--- src/rtl/vtrap_pkg.sv ---
package vtrap_pkg;

  typedef enum logic [1:0] {
    PRIV_U = 2'b00,
    PRIV_S = 2'b01,
    PRIV_M = 2'b11
  } priv_e;

  typedef enum logic [1:0] {
    ROUTE_VS = 2'd0,
    ROUTE_HS = 2'd1,
    ROUTE_M  = 2'd2
  } route_e;

endpackage

--- src/rtl/vtrap_route.sv ---
module vtrap_route
  import vtrap_pkg::*;
#(
  parameter int XLEN = 64
) (
  input  logic [XLEN-1:0] cause,
  input  logic [1:0]      priv,
  input  logic            virt,
  input  logic [XLEN-1:0] hideleg,
  input  logic [XLEN-1:0] hedeleg,
  input  logic [XLEN-1:0] mideleg,
  input  logic [XLEN-1:0] medeleg,
  output route_e          route,
  output logic            is_irq,
  output logic [XLEN-1:0] cnum
);

  localparam int IDXW = $clog2(XLEN);
  localparam logic [XLEN-1:0] XLEN_V = XLEN'(XLEN);

  logic            low_priv;
  logic            in_range;
  logic [IDXW-1:0] idx;
  logic [XLEN-1:0] guest_mask;
  logic [XLEN-1:0] host_mask;
  logic            guest_hit;
  logic            host_hit;

  always_comb begin
    is_irq   = cause[XLEN-1];
    cnum     = {1'b0, cause[XLEN-2:0]};
    low_priv = (priv == PRIV_U) || (priv == PRIV_S);
    in_range = cnum < XLEN_V;
    idx      = cnum[IDXW-1:0];

    guest_mask = '0;
    if (virt && low_priv) guest_mask = is_irq ? hideleg : hedeleg;

    host_mask = '0;
    if (low_priv) host_mask = is_irq ? mideleg : medeleg;

    guest_hit = low_priv && in_range && guest_mask[idx];
    host_hit  = low_priv && in_range && host_mask[idx];

    if (guest_hit)     route = ROUTE_VS;
    else if (host_hit) route = ROUTE_HS;
    else               route = ROUTE_M;
  end

endmodule

--- src/rtl/vtrap_vector.sv ---
module vtrap_vector #(
  parameter int XLEN = 64
) (
  input  logic            is_irq,
  input  logic [XLEN-1:0] cnum,
  input  logic [XLEN-1:0] vstvec,
  output logic [XLEN-1:0] cause_val,
  output logic [XLEN-1:0] pc_val
);

  localparam logic [XLEN-1:0] FLAG = {1'b1, {(XLEN-1){1'b0}}};

  logic [XLEN-1:0] adj;
  logic [XLEN-1:0] base;
  logic [XLEN-1:0] offset;

  always_comb begin
    // guest interrupt numbers sit one above their supervisor counterparts
    adj       = is_irq ? (cnum - XLEN'(1)) : cnum;
    cause_val = is_irq ? (adj | FLAG) : adj;
    base      = {vstvec[XLEN-1:1], 1'b0};
    offset    = (vstvec[0] && is_irq) ? {adj[XLEN-3:0], 2'b00} : '0;
    pc_val    = base + offset;
  end

endmodule

--- src/rtl/vtrap_entry.sv ---
module vtrap_entry
  import vtrap_pkg::*;
#(
  parameter int XLEN = 64
) (
  input  logic            clk,
  input  logic            rst_n,
  input  logic            trap_valid,
  input  logic [XLEN-1:0] trap_cause,
  input  logic [XLEN-1:0] trap_epc,
  input  logic [XLEN-1:0] trap_tval,
  input  logic [1:0]      cur_priv,
  input  logic            cur_virt,
  input  logic [XLEN-1:0] hideleg,
  input  logic [XLEN-1:0] hedeleg,
  input  logic [XLEN-1:0] mideleg,
  input  logic [XLEN-1:0] medeleg,
  input  logic [XLEN-1:0] vstvec,
  output logic            pc_we,
  output logic [XLEN-1:0] pc_wdata,
  output logic            vs_cause_we,
  output logic [XLEN-1:0] vs_cause_wdata,
  output logic            vs_epc_we,
  output logic [XLEN-1:0] vs_epc_wdata,
  output logic            vs_tval_we,
  output logic [XLEN-1:0] vs_tval_wdata,
  output logic            to_hs,
  output logic            to_m
);

  route_e          route;
  logic            is_irq;
  logic [XLEN-1:0] cnum;
  logic [XLEN-1:0] cause_val;
  logic [XLEN-1:0] pc_val;
  logic            take_vs;

  vtrap_route #(.XLEN(XLEN)) u_route (
    .cause   (trap_cause),
    .priv    (cur_priv),
    .virt    (cur_virt),
    .hideleg (hideleg),
    .hedeleg (hedeleg),
    .mideleg (mideleg),
    .medeleg (medeleg),
    .route   (route),
    .is_irq  (is_irq),
    .cnum    (cnum)
  );

  vtrap_vector #(.XLEN(XLEN)) u_vector (
    .is_irq    (is_irq),
    .cnum      (cnum),
    .vstvec    (vstvec),
    .cause_val (cause_val),
    .pc_val    (pc_val)
  );

  assign take_vs = trap_valid && (route == ROUTE_VS);

  always_ff @(posedge clk) begin
    if (!rst_n) begin
      pc_we          <= 1'b0;
      vs_cause_we    <= 1'b0;
      vs_epc_we      <= 1'b0;
      vs_tval_we     <= 1'b0;
      to_hs          <= 1'b0;
      to_m           <= 1'b0;
      pc_wdata       <= '0;
      vs_cause_wdata <= '0;
      vs_epc_wdata   <= '0;
      vs_tval_wdata  <= '0;
    end else begin
      pc_we       <= take_vs;
      vs_cause_we <= take_vs;
      vs_epc_we   <= take_vs;
      vs_tval_we  <= take_vs;
      to_hs       <= trap_valid && (route == ROUTE_HS);
      to_m        <= trap_valid && (route == ROUTE_M);
      if (take_vs) begin
        pc_wdata       <= pc_val;
        vs_cause_wdata <= cause_val;
        vs_epc_wdata   <= trap_epc;
        vs_tval_wdata  <= trap_tval;
      end
    end
  end

endmodule

--- config.mk ---
export PLATFORM = sky130hd
export DESIGN_NAME = vtrap_entry
export DESIGN_NICKNAME = d
export VERILOG_FILES = /design/src/rtl/vtrap_pkg.sv /design/src/rtl/vtrap_route.sv /design/src/rtl/vtrap_vector.sv /design/src/rtl/vtrap_entry.sv
export SDC_FILE = /design/constraint.sdc
export NUM_CORES = 1
export LEC_CHECK = 0
export ABC_CLOCK_PERIOD_IN_PS = 7600
export CAP_MARGIN = 20
export CORE_AREA = 2 2 304 306
export CTS_CLUSTER_DIAMETER = 30
export DETAILED_ROUTE_END_ITERATION = 7
export DIE_AREA = 0 0 306 308
export DONT_BUFFER_PORTS = 1
export GPL_TIMING_DRIVEN = 0
export PLACE_DENSITY_LB_ADDON = 0.15
export SLEW_MARGIN = 15
export SYNTH_ARGS = -nofsm -noshare
export SYNTH_HDL_FRONTEND = slang
export SYNTH_SLANG_ARGS = --single-unit
--- constraint.sdc ---
create_clock -name clk -period 7.6 [get_ports clk]
set_clock_uncertainty 0.1 [all_clocks]
set_input_delay 1.52 -clock clk [delete_from_list [all_inputs] [get_ports clk]]
set_output_delay 1.52 -clock clk [all_outputs]
set_load 0.02 [all_outputs]
# After elaboration in Yosys (flattened, before gate mapping)
# Cells that the tools add are included.
[op_classes] addsub=2 magnitude_cmp=2 n_eq_ne=3 mux=13 reduce_logical=11
[ops] op="$mux W64" count=7
[ops] op="$add A64 B64 Y64" count=1
[ops] op="$sub A63 B1 Y64 const B" count=1
[ops] op="$lt A63 B7 Y1 const B" count=1
[ops] op="$bmux W1 S6" count=2
[ops] op="$logic_and A1 B1 Y1" count=8
[ops] op="$lt A6 B7 Y1 const B" count=1
[ops] op="$eq A2 B1 Y1 const B" count=2
[ops] op="$logic_not A2 Y1" count=2
[ops] op="$mux W2" count=2
[ops] op="$eq A2 B2 Y1 const B" count=1
[ops] op="$mux W1" count=2
[ops] op="$logic_or A1 B1 Y1" count=1
[totals] ff_bits=259 out_inout_bits=262

# Depth between registers and ports, before layout
[logic_depth] ltp_word=10 depth_mapped=27 ltp_nobuf=23

# Modules after synthesis
# From an unflattened synthesis, not the netlist that was laid out.
[hier_totals] hier_cells=2198 hier_area_um2=18718.0
[by_module_without_submodules] mod="vtrap_entry" n_inst=1 cells_each=1121 area_each_um2=10508.8
[by_module_without_submodules] mod="vtrap_vector" n_inst=1 cells_each=817 area_each_um2=5405.2
[by_module_without_submodules] mod="vtrap_route" n_inst=1 cells_each=260 area_each_um2=2803.9

# Worst setup path before layout
# Ideal clock, no wire load.
[synth_path] kind="input -> register" from="input trap_cause[1]" to="register pc_wdata[63]" arrival_ps=6082 setup_slack_ps=1286 cell_stages=25 cell_sequence="clkbuf_1 inv_1 buf_4 ha_1 nand3b_2 nor4_2 nand3b_1 nor2_1 nand2_1 or3_1 nor4_2 nor2b_1 xnor2_1 nor2_1 ha_1 clkbuf_1 a21o_1 a21o_1 a21oi_1 inv_1 or3b_2 o21ai_0 a21oi_1 mux2i_1 o22ai_1"
[synth_via] elab_chain_len=7 word_cells_on_any_way=16 cone_classes="2 x add/sub; 1 x order compare; 8 x mux; 5 x reduce/logical"
[synth_lines] item="from (decl)" line_no="vtrap_entry.sv:9" text="input logic [XLEN-1:0] trap_cause,"
[synth_lines] item="parallel branches: the longest is 7 deep, another holds $sub A63 B1 Y64"
[synth_lines] item="to (signal assigned)" line_no="vtrap_entry.sv:81" text="pc_wdata <= pc_val;"
[synth_lines] item="to (decl)" line_no="vtrap_entry.sv:20" text="output logic [XLEN-1:0] pc_wdata,"
# Parallel ways; which one is timed is not known. The select of a mux whose other input is x is not followed.
# A chain may end at the register's enable or synchronous reset.

# Worst setup path in the final report
# Ends and elaborated chain as after synthesis.

==> impl_metrics.prom <==
# TYPE chip_impl_metric gauge
chip_impl_info{name="status",value="finished, final reports clean"} 1
chip_impl_info{name="clockRootBuffer",value="sky130_fd_sc_hd__clkbuf_16"} 1
chip_impl_info{name="ff_to_ff_start",value="pc_wdata[59]"} 1
chip_impl_metric{name="maxCapViolCount",unit=""} 0
chip_impl_metric{name="synth.ff_latch_count",unit=""} 258
chip_impl_info{name="critical_path.slowest_cell",value="sky130_fd_sc_hd__or3b_2"} 1
chip_impl_metric{name="wire_per_inst",unit="µm"} 26.7
chip_impl_metric{name="post_synth_adder_cell_area",unit="%"} 4.97
chip_impl_metric{name="post-route-min-period",unit="ns"} 7.18
chip_impl_info{name="crit_start",value="trap_cause[1]"} 1
chip_impl_metric{name="seqPwrFrac",unit="%"} 27.2
chip_impl_metric{name="worstPathArrival",unit="ns"} 7.53
chip_impl_metric{name="pwr_density_cell",unit="nW/µm²"} 248
chip_impl_metric{name="grtUsageTotal",unit="%"} 17.6
chip_impl_info{name="worstSetupEndpointType",value="flop"} 1
chip_impl_metric{name="area_growth_syn_to_layout",unit="%"} 26.2
chip_impl_metric{name="totalPowerFinal",unit="mW"} 5.01
chip_impl_info{name="holdCritPathClass",value="reg -> reg"} 1
chip_impl_metric{name="cts_inserted_buffers",unit=""} 73
chip_impl_metric{name="routed_wl",unit="µm"} 87400
chip_impl_metric{name="vias_in_the_first_global_route",unit=""} 15603
chip_impl_metric{name="route.detailed.drc",unit=""} 0
chip_impl_metric{name="final_nets",unit=""} 2598
chip_impl_metric{name="grt_first_pass_wirelength",unit="µm"} 117000
chip_impl_info{name="crit_path_start_kind",value="input port"} 1
chip_impl_metric{name="power_frac_clock",unit="%"} 63.1
chip_impl_metric{name="synth-seq-area-share",unit="%"} 32.3
chip_impl_metric{name="layout.cells.non_filler",unit=""} 3279
chip_impl_metric{name="finish.instance_area",unit="µm²"} 20200
chip_impl_info{name="top_library_cells_by_usage_in_the_layout_fill_and_taps_aside",value="435 x sky130_fd_sc_hd__nand2_1, 258 x sky130_fd_sc_hd__dfxtp_1, 246 x sky130_fd_sc_hd__a21oi_1"} 1
chip_impl_metric{name="layout.core_utilization",unit="%"} 22.2
chip_impl_metric{name="setup_viol",unit=""} 0
chip_impl_metric{name="syn_area",unit="µm²"} 16000
chip_impl_metric{name="post_dp_cell_area",unit="µm²"} 17500
chip_impl_metric{name="max_clock_freq",unit="MHz"} 139
chip_impl_metric{name="grt_max_degree",unit=""} 12
chip_impl_metric{name="ioPinCount",unit=""} 780
chip_impl_metric{name="synth-xor-area-share",unit="%"} 6.07
chip_impl_metric{name="final_worst_path_period_share",unit="%"} 94.5
chip_impl_metric{name="yosysWarnings",unit=""} 0
chip_impl_metric{name="start_util",unit="%"} 17.6
chip_impl_metric{name="post_synth_inst_count",unit=""} 1935
chip_impl_metric{name="routed-via-count",unit=""} 15298
chip_impl_metric{name="syn-num-nets",unit=""} 2516
chip_impl_metric{name="clock_sinks",unit=""} 258
chip_impl_metric{name="synthMuxAreaShare",unit="%"} 11.8
chip_impl_metric{name="fin_setup_tns",unit="ns"} 0
chip_impl_info{name="path_class",value="in -> reg"} 1
chip_impl_metric{name="synth_area_per_cell",unit="µm²"} 8.27
chip_impl_info{name="worstHoldStart",value="vs_epc_wdata[19]"} 1
chip_impl_metric{name="critical-path-max-stage-delay",unit="ns"} 0.46
chip_impl_metric{name="path_clk_slew",unit="ns"} 0.04
chip_impl_metric{name="detail_route.iter0.violations",unit=""} 854
chip_impl_metric{name="timing_worst_slew_pin_value",unit="ns"} 1.00
chip_impl_info{name="tritoncts_clock_tree",value="yes"} 1
chip_impl_metric{name="die-width",unit="µm"} 306
chip_impl_metric{name="share_of_yosys_cell_area_claimed_by_the_top_area_cell_type",unit="%"} 32.3
chip_impl_metric{name="dp.final_hpwl",unit="µm"} 74300
chip_impl_metric{name="synth-compound-area-share",unit="%"} 19.0
chip_impl_info{name="dominantRegCellSynth",value="sky130_fd_sc_hd__dfxtp_1"} 1
chip_impl_metric{name="cts.hold.buffers_added",unit=""} 0
chip_impl_metric{name="finalWeightedCongestion",unit=""} 0.931
chip_impl_metric{name="drt_pass1_iterations",unit=""} 7
chip_impl_metric{name="worst_skew_pair.late_latency",unit="ns"} 0.59
chip_impl_metric{name="critPathBufInv",unit=""} 6
chip_impl_info{name="layout.cells.most_common",value="sky130_fd_sc_hd__nand2_1"} 1
chip_impl_metric{name="cellInternalPower",unit="mW"} 3.80
chip_impl_metric{name="swShare",unit="%"} 24.2
chip_impl_metric{name="std_cell_rows",unit=""} 111
chip_impl_metric{name="die_height",unit="µm"} 308
chip_impl_metric{name="synth_cell_type_count",unit=""} 79
chip_impl_metric{name="pre_cts_ws",unit="ns"} -1.04
chip_impl_metric{name="asyncSetResetFlopFracSynth",unit="%"} 0
chip_impl_metric{name="synth-simple-area-share",unit="%"} 21.0
chip_impl_metric{name="coreArea",unit="µm²"} 91000
chip_impl_metric{name="pwr-share-comb",unit="%"} 9.7
chip_impl_metric{name="numPortBuffers",unit=""} 0
chip_impl_metric{name="dp.cells",unit=""} 3123
chip_impl_metric{name="clk_path_buf_depth",unit=""} 3
chip_impl_metric{name="cts-htree-levels",unit=""} 3
chip_impl_metric{name="switching_power",unit="mW"} 1.21
chip_impl_metric{name="static-leakage-power",unit="nW"} 7.29
chip_impl_metric{name="viasPerCell",unit=""} 4.67
chip_impl_metric{name="antenna_found_initial",unit=""} 33
chip_impl_metric{name="slew_violations",unit=""} 0
chip_impl_metric{name="die_area",unit="µm²"} 94200
chip_impl_metric{name="worst-path-max-fanout",unit=""} 10
chip_impl_info{name="synth.area.top_cells",value="sky130_fd_sc_hd__dfxtp_1 32%, sky130_fd_sc_hd__nand2_1 10%, sky130_fd_sc_hd__a21oi_1 7.7%"} 1
chip_impl_metric{name="worstPathRequired",unit="ns"} 7.95
chip_impl_metric{name="worst_slew_margin",unit="%"} 33.4
chip_impl_info{name="combinational_family_with_the_most_area_after_synthesis",value="simple AND/OR/NAND/NOR gates"} 1
chip_impl_metric{name="globalRouteOverflowTotal",unit=""} 0
chip_impl_metric{name="hold_viol",unit=""} 0
chip_impl_metric{name="layout-drive-gt1-share",unit="%"} 12.0
chip_impl_metric{name="irDropWorstVdd",unit="mV"} 0.149
chip_impl_metric{name="synth_edf_count",unit=""} 0
chip_impl_info{name="synth_largest_area_cell",value="sky130_fd_sc_hd__dfxtp_1"} 1
chip_impl_metric{name="fin_worst_hold_slack",unit="ns"} 0.449
chip_impl_metric{name="final_worst_slack",unit="ns"} 0.421
chip_impl_info{name="critical_path.top_delay_family",value="simple AND/OR/NAND/NOR gates"} 1
chip_impl_metric{name="detail-route-antenna-nets",unit=""} 0
## cell usage after synthesis (15+ instances only)
library cell	n
sky130_fd_sc_hd__nand2_1	435
sky130_fd_sc_hd__nor2_1	130
sky130_fd_sc_hd__inv_1	21
sky130_fd_sc_hd__nor2b_1	15
sky130_fd_sc_hd__mux4_1	24
sky130_fd_sc_hd__o21a_1	67
sky130_fd_sc_hd__a21oi_1	247
sky130_fd_sc_hd__a21o_1	44
sky130_fd_sc_hd__xor2_1	50
sky130_fd_sc_hd__mux4_2	46
sky130_fd_sc_hd__nand3_1	29
sky130_fd_sc_hd__mux2i_1	16
sky130_fd_sc_hd__o21ai_0	40
sky130_fd_sc_hd__nor4_1	18
sky130_fd_sc_hd__nor3_1	26
sky130_fd_sc_hd__buf_2	31
sky130_fd_sc_hd__dfxtp_1	258
sky130_fd_sc_hd__xnor2_1	61
sky130_fd_sc_hd__or3_1	17
sky130_fd_sc_hd__clkbuf_1	71
sky130_fd_sc_hd__ha_1	62
## metal layers
metal | track usage, % | vias to the layer above | share of wire, % | routed length [µm]
met4 | 7.68 | 2 | 4.0 | 3530
met5 | 0 | - | 0.0080 | 7
li1 | - | 7099 | - | -
met1 | 17.8 | 7315 | 35 | 30500
met3 | 4.97 | 147 | 7.6 | 6660
met2 | 33.5 | 735 | 53 | 46700
## worst reg2reg max path, delay by kind of cell, from the launching register on
family	cells	cell delay (ns)
AOI/OAI and AO/OA	1	0.18
and+or+nand+nor	1	0.10
DFF	1	0.68
## state kept, by name, indices dropped and copies added, names as in the netlist
name	flops
vs_epc_wdata	64
to_hs	1
vs_tval_wdata	64
pc_wdata	63
vs_cause_wdata	64
to_m	1
vs_tval_we	1
## power groups by stage
stage               clock network [mW]  logic (mW)  registers (mW)
CTS                               3.23       0.490            1.36
finish                            3.16       0.486            1.36
global route                      3.30       0.530            1.36
global placement                     0       0.487            1.38
detailed placement                   0       0.486            1.38
floorplan                            0       0.347            1.38
## logic make-up (layout without fill, tap and decap cells)
| kind of cell | count (synthesis) | in the layout |
|---|---|---|
| AO/OA/AOI/OAI | 497 | 497 |
| flip-flops | 258 | 258 |
| adder cells (fa/ha/maj) | 63 | 63 |
| multiplexers | 91 | 91 |
| buffers and inverters | 157 | 293 |
| other | 1 | 23 |
| AND/OR/NAND/NOR | 757 | 757 |
| XOR/XNOR | 111 | 111 |
## path summary, 6_finish.rpt
path,to,cells past startpoint,slack [ns]
max,pc_wdata[63],26,0.42
min,vs_epc_wdata[19],2,0.45
max reg2reg,pc_wdata[59],2,6.46
min reg2reg,vs_epc_wdata[19],2,0.45
## layout make-up
type | instances | area, µm²
flip-flops and latches | 258 | 5160
fillers | 10057 | 70800
inverters | 22 | 82.6
clock buffers | 101 | 2040
clock inverters | 28 | 503
multi-input cells | 1520 | 10100
repair buffers | 7 | 58.8
plain buffers | 135 | 716
well taps | 1186 | 1480
diodes | 22 | 55.1
## timing repair
action,CTS,global route
buffers inserted,3,2
setup endpoints to repair,11,10
gates resized for setup,4,5
pin swaps,1,1
(Power assumes the default switching activity.)
